<file path="src/rtl/tsel_pkg.sv">
package tsel_pkg;

  localparam int TSEL_ADDR_W  = 4;
  localparam int TSEL_IADDR_W = 8;

  typedef struct packed {
    logic bus;
    logic in_set;
    logic out_set;
    logic out_rst;
  } tsel_strobe_t;

endpackage

</file>
<file path="src/rtl/tsel_rst_sync.sv">
module tsel_rst_sync (
  input  logic clk,
  input  logic rst_n,
  output logic rst_n_sync
);

  logic [1:0] sync_q;

  always_ff @(posedge clk or negedge rst_n) begin
    if (!rst_n) begin
      sync_q <= 2'b00;
    end else begin
      sync_q <= {sync_q[0], 1'b1};
    end
  end

  assign rst_n_sync = sync_q[1];

endmodule

</file>
<file path="src/rtl/tsel_addr_sreg.sv">
module tsel_addr_sreg #(
  parameter int W = 4
) (
  input  logic         clk,
  input  logic         arst_n,
  input  logic         shift_en,
  input  logic         ser_in_n,
  output logic [W-1:0] addr_q,
  output logic         ser_out_n
);

  logic [W-1:0] addr_d;

  // Next state: the raw active-low level enters the top stage, so the
  // register holds the device address in inverted form.
  always_comb begin
    addr_d = addr_q;
    if (shift_en) begin
      addr_d = {ser_in_n, addr_q[W-1:1]};
    end
  end

  always_ff @(posedge clk or negedge arst_n) begin
    if (!arst_n) begin
      addr_q <= '0;
    end else begin
      addr_q <= addr_d;
    end
  end

  assign ser_out_n = addr_q[0];

  AST_SHIFT_ENTRY: assert property (@(posedge clk) disable iff (!arst_n)
    shift_en |=> addr_q[W-1] == $past(ser_in_n));

  AST_SHIFT_MOVE: assert property (@(posedge clk) disable iff (!arst_n)
    shift_en |=> addr_q[W-2:0] == $past(addr_q[W-1:1]));

  AST_ADDR_HOLD: assert property (@(posedge clk) disable iff (!arst_n)
    !shift_en |=> $stable(addr_q));

endmodule

</file>
<file path="src/rtl/tsel_match.sv">
module tsel_match #(
  parameter int ADDR_W  = 4,
  parameter int IADDR_W = 8
) (
  input  logic               clk,
  input  logic               arst_n,
  input  logic [ADDR_W-1:0]  addr_q,
  input  logic [ADDR_W-1:0]  task_num,
  input  logic [IADDR_W-1:0] iaddr,
  output logic               task_hit,
  output logic               in_hit
);

  localparam int LOW_W = IADDR_W - ADDR_W;

  logic [ADDR_W-1:0] task_bit_ok;
  logic [ADDR_W-1:0] iadr_bit_ok;

  // A bit agrees with the complement of the stored bit when the two differ.
  for (genvar gi = 0; gi < ADDR_W; gi++) begin : g_bit
    assign task_bit_ok[gi] = task_num[gi] ^ addr_q[gi];
    assign iadr_bit_ok[gi] = iaddr[LOW_W + gi] ^ addr_q[gi];
  end

  assign task_hit = &task_bit_ok;
  assign in_hit   = &iadr_bit_ok;

  if (LOW_W > 0) begin : g_low_chk
    AST_LOW_IGNORED: assert property (@(posedge clk) disable iff (!arst_n)
      ($stable(addr_q) && $stable(iaddr[IADDR_W-1:LOW_W]) &&
       !$stable(iaddr[LOW_W-1:0])) |-> $stable(in_hit));
  end

endmodule

</file>
<file path="src/rtl/tsel_own_flags.sv">
module tsel_own_flags
  import tsel_pkg::*;
(
  input  logic         clk,
  input  logic         arst_n,
  input  tsel_strobe_t stb,
  input  logic         task_hit,
  input  logic         in_hit,
  output logic         in_flag_q,
  output logic         out_flag_q
);

  logic in_flag_d;
  logic out_flag_d;
  logic in_set_ok;
  logic out_set_ok;

  assign in_set_ok  = stb.in_set  & in_hit;
  assign out_set_ok = stb.out_set & task_hit;

  always_comb begin
    in_flag_d = in_flag_q;
    if (in_set_ok) begin
      in_flag_d = 1'b1;
    end else if (stb.bus) begin
      in_flag_d = 1'b0;
    end
  end

  always_comb begin
    out_flag_d = out_flag_q;
    if (stb.out_rst) begin
      out_flag_d = 1'b0;
    end else if (out_set_ok) begin
      out_flag_d = 1'b1;
    end else if (stb.bus && !task_hit) begin
      out_flag_d = 1'b0;
    end
  end

  always_ff @(posedge clk or negedge arst_n) begin
    if (!arst_n) begin
      in_flag_q  <= 1'b0;
      out_flag_q <= 1'b0;
    end else begin
      in_flag_q  <= in_flag_d;
      out_flag_q <= out_flag_d;
    end
  end

  AST_IN_SET: assert property (@(posedge clk) disable iff (!arst_n)
    (stb.in_set && in_hit) |=> in_flag_q);

  AST_IN_BUS_CLR: assert property (@(posedge clk) disable iff (!arst_n)
    (stb.bus && !(stb.in_set && in_hit)) |=> !in_flag_q);

  AST_OUT_RST: assert property (@(posedge clk) disable iff (!arst_n)
    stb.out_rst |=> !out_flag_q);

  AST_OUT_BUS_MISS: assert property (@(posedge clk) disable iff (!arst_n)
    (stb.bus && !task_hit) |=> !out_flag_q);

  AST_NO_STRAY_IN: assert property (@(posedge clk) disable iff (!arst_n)
    (!in_flag_q && !(stb.in_set && in_hit)) |=> !in_flag_q);

  AST_NO_STRAY_OUT: assert property (@(posedge clk) disable iff (!arst_n)
    (!out_flag_q && !(stb.out_set && task_hit)) |=> !out_flag_q);

endmodule

</file>
<file path="src/rtl/task_select.sv">
module task_select
  import tsel_pkg::*;
#(
  parameter int ADDR_W  = TSEL_ADDR_W,
  parameter int IADDR_W = TSEL_IADDR_W
) (
  input  logic               clk,
  input  logic               rst_n,
  input  logic               shift_en,
  input  logic               ser_in_n,
  output logic               ser_out_n,
  input  logic [ADDR_W-1:0]  task_num,
  input  logic [IADDR_W-1:0] iaddr,
  input  logic               bus_clk_en,
  input  logic               in_set,
  input  logic               out_set,
  input  logic               out_rst,
  output logic               task_hit,
  output logic               in_hit,
  output logic               in_me_n,
  output logic               out_me
);

  logic              arst_n;
  logic [ADDR_W-1:0] addr_q;
  logic              in_flag_q;
  logic              out_flag_q;
  tsel_strobe_t      stb;

  assign stb.bus     = bus_clk_en;
  assign stb.in_set  = in_set;
  assign stb.out_set = out_set;
  assign stb.out_rst = out_rst;

  tsel_rst_sync u_rst (
    .clk        (clk),
    .rst_n      (rst_n),
    .rst_n_sync (arst_n)
  );

  tsel_addr_sreg #(.W(ADDR_W)) u_sreg (
    .clk       (clk),
    .arst_n    (arst_n),
    .shift_en  (shift_en),
    .ser_in_n  (ser_in_n),
    .addr_q    (addr_q),
    .ser_out_n (ser_out_n)
  );

  tsel_match #(.ADDR_W(ADDR_W), .IADDR_W(IADDR_W)) u_match (
    .clk      (clk),
    .arst_n   (arst_n),
    .addr_q   (addr_q),
    .task_num (task_num),
    .iaddr    (iaddr),
    .task_hit (task_hit),
    .in_hit   (in_hit)
  );

  tsel_own_flags u_flags (
    .clk        (clk),
    .arst_n     (arst_n),
    .stb        (stb),
    .task_hit   (task_hit),
    .in_hit     (in_hit),
    .in_flag_q  (in_flag_q),
    .out_flag_q (out_flag_q)
  );

  assign in_me_n = ~in_flag_q;
  assign out_me  = out_flag_q;

  AST_RESET_STATE: assert property (@(posedge clk)
    !arst_n |-> (in_me_n && !out_me && !ser_out_n));

endmodule

</file>
<file path="config.mk">
export PLATFORM = sky130hd
export DESIGN_NAME = task_select
export DESIGN_NICKNAME = d
export VERILOG_FILES = /design/src/rtl/tsel_pkg.sv /design/src/rtl/tsel_rst_sync.sv /design/src/rtl/tsel_addr_sreg.sv /design/src/rtl/tsel_match.sv /design/src/rtl/tsel_own_flags.sv /design/src/rtl/task_select.sv
export SDC_FILE = /design/constraint.sdc
export NUM_CORES = 1
export LEC_CHECK = 0
export BUFFER_PORTS_ARGS = -buffer_cell sky130_fd_sc_hd__buf_2
export CAP_MARGIN = 25
export CORE_AREA = 2 2 39 41
export DETAILED_ROUTE_END_ITERATION = 8
export DIE_AREA = 0 0 41 43
export PLACE_DENSITY = 0.69
export SETUP_SLACK_MARGIN = 0.2
export SLEW_MARGIN = 20
export SYNTH_ARGS = -nofsm -noshare
export SYNTH_HDL_FRONTEND = slang
export SYNTH_SLANG_ARGS = --single-unit
</file>
<file path="constraint.sdc">
create_clock -name clk -period 1.2 [get_ports clk]
set_clock_uncertainty 0.05 [all_clocks]
set_input_delay 0.24 -clock clk [delete_from_list [all_inputs] [get_ports clk]]
set_output_delay 0.24 -clock clk [all_outputs]
set_load 0.02 [all_outputs]
</file>
* Word level (Yosys, flattened, before mapping)
Index checks and enable logic that the tools add are counted.
** Word-level totals
- Logic and storage cells :: 26
- Register bits after elaboration :: 8
** Cells by class
- Bitwise gates (word level) :: 11
- Muxes and demuxes :: 5
- Reduce and logical (&&, ||, !) cells :: 6
** Operator list (count)
- $reduce_and A4 Y1 :: 2
- $xor A1 B1 Y1 :: 8
- $mux W1 :: 5
- $reduce_bool A3 Y1 :: 1
- $and A1 B1 Y1 :: 2
- $reduce_bool A2 Y1 :: 1
- $logic_and A1 B1 Y1 :: 1
- $logic_not A1 Y1 :: 1
- $not A1 Y1 :: 1

* Longest topological paths before layout
- Word-level depth :: 7
- Gate-level depth with buffers :: 3
- Gate-level depth less buffers :: 3

* By module
From an unflattened synthesis, not the netlist that was laid out.
** Unflattened totals
- Cells, all modules :: 32
- Area, all modules :: 380.4 um^2
** Modules (own cells, without submodules)
- tsel_addr_sreg :: seq. area each 100.1 um^2, instances 1, cells an instance 9, area an instance 152.6 um^2
- tsel_own_flags :: seq. area each 50.0 um^2, instances 1, cells an instance 9, area an instance 87.6 um^2
- tsel_match :: seq. area each 0.0 um^2, instances 1, cells an instance 10, area an instance 82.6 um^2
- tsel_rst_sync :: seq. area each 50.0 um^2, instances 1, cells an instance 3, area an instance 53.8 um^2
- task_select :: seq. area each 0.0 um^2, instances 1, cells an instance 1, area an instance 3.8 um^2

* Worst setup path before layout
OpenSTA, ideal clock, no wires.
- Path type :: reg2reg
- Start point :: register u_sreg.addr_q[0]
- End point :: register u_flags.in_flag_q
- Data arrival time :: 1393 ps
- Path slack :: -311 ps
- Data required time :: 1082 ps
- Period minus slack after synthesis :: 1511 ps
- Library setup time :: 68 ps
- Cell stages (with the launch flop) :: 4
- Path buffers :: 0
- Path through :: dfrtp_1 > xnor2_2 > nor4_2 > a22o_1
** On the way
- Longest elaborated chain between the ends :: 4
** RTL lines
- start, declared :: RTL line tsel_addr_sreg.sv:8 : output logic [W-1:0] addr_q,
- start signal, assigned :: RTL line tsel_addr_sreg.sv:27 : addr_q <= addr_d;
- $xor A1 B1 Y1 (*) :: RTL line tsel_match.sv:22 : assign iadr_bit_ok[gi] = iaddr[LOW_W + gi] ^ addr_q[gi];
- $reduce_and A4 Y1 (*) :: RTL line tsel_match.sv:26 : assign in_hit = &iadr_bit_ok;
- via in_hit :: RTL line task_select.sv:19 : output logic in_hit,
- $and A1 B1 Y1 (*) :: RTL line tsel_own_flags.sv:18 : assign in_set_ok = stb.in_set & in_hit;
- $mux W1 or $reduce_bool A2 Y1 (tied branches)
- end signal, assigned :: RTL line tsel_own_flags.sv:46 : in_flag_q <= in_flag_d;
- end, declared :: RTL line tsel_own_flags.sv:9 : output logic in_flag_q,
The timed path passes the listed nets; every way through them passes the cells marked *.
A chain may end at the register's enable or synchronous reset.

* Worst setup path after layout
- Start point :: register u_sreg.addr_q[0]
- End point :: output in_hit
** On the way
- Longest elaborated chain between the ends :: 2
** RTL lines (RTL line)
- $xor A1 B1 Y1 :: tsel_match.sv:22
- $reduce_and A4 Y1 :: tsel_match.sv:26
- end, declared :: task_select.sv:19
No other way between the ends.

==> flow_summary.yaml <==
status:
  status: "complete, but fails checks"
  violations: "negative setup slack"
clock_network:
  cts_tree: "built"
  cts.sinks: 8
  cts_buffers: 3
  clk_pin_slew_worst_paths_ns: 0.07
  clk_latency_ns: 0.27
  cts_max_path_buffers: 2
  cts-htree-levels: 1
  root_buffer: "clkbuf_4"
yosys:
  yosysWarnings: 0
  avgSynthCellArea_um2: 13.1
  netlist_instances: 30
  synthDistinctLibCells: 14
  synth_nets: 50
  syn-cell-area_um2: 394
  synth.yosys.seq_area_share_pct: 50.8
  synth_seq_cells: 8
critical_path:
  crit_path_max_fanout: 3
  r2r_slack_ns: -0.01
  worst_setup_path_start_kind: "flip-flop"
  startpoint: "u_sreg.addr_q[0]"
  r2r-start: "u_sreg.addr_q[1]"
  critPathKind: "flip-flop to primary output"
  cp.arrival_ns: 1.36
  r2r_end: "u_sreg.addr_q[1]"
  worstSetupEndpoint: "in_hit"
  end_kind: "primary output"
  ff2ff_path_depth: 4
  worstPathRequired_ns: 0.91
timing:
  grt_setup_unrepaired: "true"
  final_hold_viol_count: 0
  fin_crit_sh_pct: 137
  slew_viol_final: 0
  setup_viol: 4
  setup_slack_ns: -0.450
  fmax_mhz: 606
  period_needed_ns: 1.65
final_layout:
  fin_nets: 84
  areaGrowthSynthToFinish_pct: 84.1
  n_antenna_cell: 0
  drive_gt1_share_pct: 69.8
  final_cells: 79
  fill_cells: 126
grt:
  antenna_found_initial: 0
  grt_usage_pct: 14.3
  busiest_layer: "met2"
  met1_usage_pct: 11.7
  use_met3_pct: 7.85
  grt_max_degree: 7
  grt_pass1_vias: 397
  grt_remaining_overflow: 0
  grt_pass1_wl_um: 1600
  use_met2_pct: 26.6
routing:
  drt-initial-drc-count: 2
  vias: 351
  firstDrtPassIters: 2
  wire_per_inst_um: 12.3
  routed_wl_um: 970
  vias_per_cell: 4.44
  ant_nets: 0
  drc: 0
floorplan:
  start_util_pct: 28.5
  die_y_um: 43
  core-area_um2: 1380
  die_area_um2: 1760
  io_pins: 25
  fp-row-count: 14
  die_width_um: 41
place:
  dp_hpwl_um: 650
  dp_slack_ns: -0.168
  portBuffers: 20
  placedCellCount: 70
  globalplace.congestion: 0.651
run:
  cap_violations: 0
power:
  p_leak_nw: 0.348
  total_power_mw: 0.962
  p_per_area_nw_per_um2: 1330
  vdd.ir_drop.worst_v: 0.000830
worst_hold_path:
  hold_path_class: "flip-flop to asynchronous set/reset pin"
state kept, by name, summed over array words and instances, names as in the netlist:
register,cells
u_flags.in_flag_q,1
u_flags.out_flag_q,1
u_sreg.addr_q,4
u_rst.sync_q,2
synthesized netlist by cell type:
master / number / area, um^2
dfrtp_1: 8 / 200
mux2_1: 4 / 45.0
xor2_1: 4 / 35.0
xnor2_1: 3 / 26.3
inv_1: 2 / 7.51
a22o_1: 1 / 8.76
a41oi_1: 1 / 8.76
and4_1: 1 / 8.76
conb_1: 1 / 3.75
nand2b_1: 1 / 6.26
nor2b_1: 1 / 6.26
nor4_2: 1 / 12.5
o2bb2ai_1: 1 / 8.76
xnor2_2: 1 / 16.3
report_power, final:
part / switching [mW] / internal, mW / total (mW)
clock: 0.101 / 0.127 / 0.228
sequential: 0.0432 / 0.305 / 0.348
combinational: 0.150 / 0.236 / 0.386
routing by layer:
layer	wire length [um]	vias up
met3	83	2
met5	0	-
met2	535	17
met1	345	166
met4	5	0
li1	-	166
cell usage in the layout (no fill, tap or decap), drive strengths merged:
cell | synthesis | final
a22o | 1 | 1
a41oi | 1 | 1
and4 | 1 | 1
buf | 0 | 28
clkbuf | 0 | 4
conb | 1 | 1
dfrtp | 8 | 8
dlygate4sd3 | 0 | 1
inv | 2 | 2
mux2 | 4 | 4
nand2b | 1 | 1
nor2b | 1 | 1
nor4 | 1 | 1
o2bb2ai | 1 | 1
xnor2 | 4 | 4
xor2 | 4 | 4
metrics by stage:
step                TNS [ns]  hold slack, ns  instance area, um^2  utilization [%]
finish                 -1.03          0.0224                  726             52.4
global route           -1.27          0.0545                  726             52.4
CTS                   -0.915          0.0387                  698             50.5
detailed placement    -0.263         -0.0236                  557             40.2
global placement      -0.232         -0.0246                  557             40.2
floorplan             -0.158          -0.106                  407                -
worst max-delay path: stages, from the launching register on:
cell	delay, ns
dfrtp_2	0.45
xnor2_2	0.16
nor4_4	0.30
buf_4	0.19
worst min path at each step:
stage	end	slack [ns]	cells past startpoint
detailed placement	u_rst.sync_q[1]	-0.02	1
floorplan	u_rst.sync_q[0]	-0.11	0
finish	u_flags.out_flag_q	0.02	0
global route	u_flags.in_flag_q	0.05	0
CTS	u_sreg.addr_q[1]	0.04	0
global placement	u_rst.sync_q[0]	-0.02	1
area by class of cell:
| cell class | count | area [um^2] | share of cell area, % |
|---|---|---|---|
| Clock buffer | 4 | 26.3 | 3.62 |
| Inverter | 2 | 7.51 | 1.03 |
| Multi-Input combinational cell | 20 | 249 | 34.3 |
| Sequential cell | 8 | 203 | 27.9 |
| Tap cell | 16 | 20.0 | 2.76 |
| Timing Repair Buffer | 29 | 220 | 30.3 |
cells by family (layout without fill, tap and decap cells):
family	count (synthesis)	in the layout	share of synthesized area, %
compound gates	3	3	6.67
xor+xnor	8	8	19.7
flops	8	8	50.8
mux	4	4	11.4
buf+inv	2	35	1.91
simple gates	4	4	8.57
other cells	1	1	0.951
what timing repair did:
item | 4_1_cts | 5_1_grt
endpoints found under the setup margin | 9 | 11
hold buffers | 1 | 0
gates resized for setup | 20 | 5
setup buffers | 3 | 1
pin swaps | 2 | 1
endpoints found under the hold margin | 2 | 0
(Power assumes the default switching activity.)
